## src/rtl/trig_evt_pkg.sv

```systemverilog
package trig_evt_pkg;
  localparam int unsigned CNT_W  = 32;
  localparam int unsigned L1ID_W = 24;

  typedef enum logic [1:0] {
    SEL_MATCH  = 2'b00,
    SEL_INVERT = 2'b01,
    SEL_NONE   = 2'b10,
    SEL_ALL    = 2'b11
  } sel_mode_e;
endpackage

```

## src/rtl/trig_evt_counter.sv

```systemverilog
module trig_evt_counter #(
  parameter int unsigned W = 32
) (
  input  logic         clk_i,
  input  logic         rst_ni,
  input  logic         l1a_i,
  input  logic         ecr_i,
  output logic [W-1:0] count_o
);
  logic [W-1:0] cnt_q;

  always_ff @(posedge clk_i or negedge rst_ni) begin
    if (!rst_ni)    cnt_q <= '0;
    else if (ecr_i) cnt_q <= '1;       // reset beats accept
    else if (l1a_i) cnt_q <= cnt_q + 1'b1;  // free wrap
  end

  assign count_o = cnt_q;
endmodule

```

## src/rtl/trig_evt_decide.sv

```systemverilog
module trig_evt_decide
  import trig_evt_pkg::*;
(
  input  logic      clk_i,
  input  logic      rst_ni,
  input  logic      l1a_i,
  input  logic      id_lsb_i,
  input  sel_mode_e mode_i,
  input  logic      slot_i,
  output logic      take_o
);
  logic take_d, take_q;

  always_comb begin
    unique case (mode_i)
      SEL_MATCH:  take_d = (slot_i == id_lsb_i);
      SEL_INVERT: take_d = (slot_i != id_lsb_i);
      SEL_NONE:   take_d = 1'b0;
      default:    take_d = 1'b1;
    endcase
  end

  always_ff @(posedge clk_i or negedge rst_ni) begin
    if (!rst_ni)    take_q <= 1'b0;
    else if (l1a_i) take_q <= take_d;
  end

  assign take_o = take_q;
endmodule

```

## src/rtl/trig_evt_sel.sv

```systemverilog
module trig_evt_sel
  import trig_evt_pkg::*;
#(
  parameter int unsigned CNT_W_P  = CNT_W,
  parameter int unsigned L1ID_W_P = L1ID_W
) (
  input  logic                clk_i,
  input  logic                rst_ni,
  input  logic                l1a_i,
  input  logic                ecr_i,
  input  logic [L1ID_W_P-1:0] l1id_i,
  input  logic [1:0]          mode_i,
  input  logic                slot_i,
  output logic [CNT_W_P-1:0]  evt_count_o,
  output logic                take_evt_o
);
  sel_mode_e mode;
  assign mode = sel_mode_e'(mode_i);

  trig_evt_counter #(.W(CNT_W_P)) u_cnt (
    .clk_i   (clk_i),
    .rst_ni  (rst_ni),
    .l1a_i   (l1a_i),
    .ecr_i   (ecr_i),
    .count_o (evt_count_o)
  );

  trig_evt_decide u_dec (
    .clk_i    (clk_i),
    .rst_ni   (rst_ni),
    .l1a_i    (l1a_i),
    .id_lsb_i (l1id_i[0]),
    .mode_i   (mode),
    .slot_i   (slot_i),
    .take_o   (take_evt_o)
  );
endmodule

```

## config.mk

```make
export PLATFORM = sky130hd
export DESIGN_NAME = trig_evt_sel
export DESIGN_NICKNAME = d
export VERILOG_FILES = /design/src/rtl/trig_evt_pkg.sv /design/src/rtl/trig_evt_counter.sv /design/src/rtl/trig_evt_decide.sv /design/src/rtl/trig_evt_sel.sv
export SDC_FILE = /design/constraint.sdc
export NUM_CORES = 1
export LEC_CHECK = 0
export BUFFER_PORTS_ARGS = -buffer_cell sky130_fd_sc_hd__buf_4
export CORE_UTILIZATION = 51
export DETAILED_ROUTE_END_ITERATION = 10
export GPL_TIMING_DRIVEN = 0
export HOLD_SLACK_MARGIN = 0.15
export PLACE_DENSITY = 0.92
export SYNTH_ARGS = -nofsm -noshare
export SYNTH_HDL_FRONTEND = slang
export SYNTH_HIERARCHICAL = 1
export SYNTH_SLANG_ARGS = --single-unit
export TNS_END_PERCENT = 5
```

## constraint.sdc

```tcl
create_clock -name clk_i -period 3.5 [get_ports clk_i]
set_input_delay 0.35 -clock clk_i [delete_from_list [all_inputs] [get_ports clk_i]]
set_output_delay 0.35 -clock clk_i [all_outputs]
set_load 0.03 [all_outputs]
```

==> flow_metrics.py <==
metrics = {
    "outcome": {
        "status": "completed",
    },
    "power_and_ir_drop": {
        "cellLeakagePower_uw": 0.0009232,
        "internal-power_uw": 991.8,
        "power.switching_uw": 875.7,
        "switching_share_pct": 46.89,
        "cellPowerDensity_nw_per_um2": 844.7,
        "p_comb_share_pct": 52.2,
        "vdd_drop_max_uv": 454.2,
        "pwr-share-seq_pct": 32.1,
        "power_frac_clock_pct": 15.7,
    },
    "sta": {
        "setup_viol": 0,
        "finalCritPeriodShare_pct": 57.39,
        "fmax_ghz": 0.4979,
        "min_period_ps": 2009,
        "worst_pin_slew_ps": 676.5,
        "finalMaxSlewViolations": 0,
        "timing.setup.tns_ps": 0,
        "relSlewSlack_pct": 54.52,
        "finalClockSkew_ps": 19.91,
        "rsz0062_at_grt": "no",
        "hold_viol": 0,
    },
    "setup_path": {
        "crit_path_cell_trace": "ha_1, nand3_1, or3_1, buf_2, or4_1, nand3_1",
        "slowest_stage": "dfrtp_1",
        "end_kind": "register",
        "max_stage_delay_ps": 500,
        "cp_data_arrival_time_ps": 2310,
        "crit_fanout": 10,
        "critPathRequiredTime_ps": 3800,
        "startpoint_type": "register",
        "crit_path_frequent_cell": "nand3_1",
        "crit_type": "reg2reg",
    },
    "synth": {
        "synth_simple_gate_area_share_pct": 31.39,
        "synth_nets": 219,
        "synth_edf_count": 0,
        "synthCells": 187,
        "synth.area.mux_share_pct": 3.409,
        "yosysSeqAreaShare_pct": 46.88,
        "synth_cell_types": 28,
        "synth.avg_cell_area_um2": 9.421,
        "ys_warn_count": 6,
        "synth_top_family_by_area": "simple AND/OR/NAND/NOR gates",
        "synth_fa_ha_area_share_pct": 0.7102,
        "ys.flop_type": "dfrtp_1",
        "synth_area_um2": 1762,
        "synth_compound_area_share_pct": 9.517,
        "async_reset_ff_share_pct": 100.0,
        "synth-seq-cells": 33,
        "synthXorXnorAreaFrac_pct": 4.972,
    },
    "cells_and_area": {
        "layout.nets": 267,
        "final_cell_count_no_fill": 280,
        "layout_common_cells": "41 x buf_4, 33 x dfrtp_1, 19 x nand2_1, 19 x nand3_1, 16 x o21ai_0",
        "mostFrequentLayoutCell": "buf_4",
        "final_area_um2": 2211,
        "area_growth_pct": 25.50,
        "antenna_cells": 0,
        "layout-drive-gt1-share_pct": 23.31,
        "fill_cells": 278,
    },
    "place": {
        "portBuffers": 40,
        "hpwlAfterDp_mm": 2.757,
        "placed_area_um2": 2117,
        "gp_congestion": 0.7807,
        "dp_cells": 271,
    },
    "die": {
        "core_area_um2": 3153,
        "io_pins": 64,
        "dieArea_um2": 3694,
        "start_util_pct": 55.87,
        "num_rows": 20,
        "dieHeight_um": 60.78,
        "die_width_um": 60.78,
    },
    "drt": {
        "drtPass1Iterations": 4,
        "drcViolationCount": 0,
        "drt_iter0_markers": 81,
        "num_vias": 1658,
        "viasPerCell": 5.921,
        "wl_mm": 3.910,
        "wl_per_cell_um": 13.96,
        "ant_nets": 0,
    },
    "clocking": {
        "clk_path_buf_depth": 2,
        "cts-root-buf": "clkbuf_4",
        "clock-sinks": 33,
        "clkTransAtPathRegs_ps": 120,
        "ctsHtreeMaxLevel": 2,
        "tritoncts": "done",
        "cts_made_buffers": 5,
        "post-cts-setup-buffer-count": 0,
        "clkLatencyLatePin_ps": 360,
        "cts_hold_buf": 1,
        "cts_resized": 0,
    },
    "grt": {
        "grt_antenna_before_repair": 0,
        "grt_max_degree": 34,
        "grt_util_all_layers_pct": 24.16,
        "grt_first_pass_wirelength_mm": 6.596,
        "gr-total-overflow": 0,
        "grt_pass1_vias": 1472,
    },
    "worst_hold_path": {
        "hold_class": "in2reg",
    },
    "job": {
        "maxCapViolations": 0,
    },
}
cell usage after synthesis, types with 2 or more instances:
master    instances  area, um^2
dfrtp_1          33       825.8
nand2_1          19       71.32
nand3_1          19       95.09
o21ai_0          16       80.08
or3_1            11       68.82
and4_1            9       78.83
nand4_1           8       50.05
a31oi_1           7       43.79
xnor2_1           7       61.31
inv_1             6       22.52
mux2i_1           6       60.06
nor2_1            6       22.52
nor2b_1           5       31.28
nor3_1            5       25.02
nor4_1            5       31.28
and3_1            4       25.02
clkbuf_1          4       15.01
xor2_1            3       26.28
a21oi_1           2       10.01
and2_1            2       12.51
buf_2             2       10.01
nor4_2            2       25.02
sequential cells by signal (all words and copies together) (netlist names):
| signal | count |
|---|---|
| u_cnt/count_o | 32 |
| u_dec/take_o | 1 |
metrics by stage:
stage               worst slack [ps]  util (%)  hold slack (ps)  total power (uW)
floorplan                       1505         -            54.41              1269
global placement                1540     67.14            312.9              1533
CTS                             1487     70.12            187.0              1869
detailed placement              1490     67.14            316.0              1569
finish                          1491     70.12            199.4              1868
global route                    1263     70.12            180.4              2006
area by class of cell:
type | count | area [um^2] | area share, %
plain buffers | 7 | 32.53 | 1.471
clock buffers | 5 | 37.54 | 1.698
clock inverters | 3 | 46.29 | 2.094
inverters | 6 | 22.52 | 1.019
multi-input cells | 141 | 880.8 | 39.84
flip-flops and latches | 33 | 825.8 | 37.35
well taps | 44 | 55.05 | 2.490
repair buffers | 41 | 310.3 | 14.04
kinds of logic (layout without fill, tap and decap cells):
group / count (synthesis) / in the layout
compound gates: 27 / 27
xor+xnor: 10 / 10
fa+ha+maj: 1 / 1
buf+inv: 13 / 62
flops: 33 / 33
mux: 6 / 6
simple gates: 97 / 97
final timing paths:
| path | from | endpoint | slack [ps] | depth (start not counted) |
|---|---|---|---|---|
| max | u_cnt/count_o[0] | u_cnt/count_o[18] | 1490 | 6 |
| min | l1a_i | u_dec/take_o | 200 | 2 |
| max reg2reg | u_cnt/count_o[0] | u_cnt/count_o[18] | 1490 | 6 |
| min reg2reg | u_dec/take_o | u_dec/take_o | 570 | 2 |
| max in group asynchronous | rst_ni | u_cnt/count_o[3] | 2730 | 2 |
| min in group asynchronous | rst_ni | u_cnt/count_o[17] | 450 | 2 |
power groups by stage:
stage	registers, uW	clock network (uW)	logic [uW]
6_report	599	294	974
5_1_grt	620	324	1060
4_1_cts	599	303	968
3_5_place_dp	606	0	964
3_3_place_gp	600	0	933
2_1_floorplan	762	0	507
worst max-delay path: cells and delay by family, from the launching register on:
kind                     cells  cell delay, ps
AND/OR/NAND/NOR              4             940
flip-flops                   1             500
adder cells (fa/ha/maj)      1             350
buffers and inverters        1             170
per-layer routing:
metal | part of all wire [%] | vias up | track usage [%]
li1 | - | 782 | -
met1 | 45 | 807 | 33.33
met2 | 48 | 63 | 37.05
met3 | 5.9 | 6 | 6.610
met4 | 1.0 | 0 | 7.792
met5 | 0 | - | 0
Note: power is estimated with default switching activity, not from simulation.
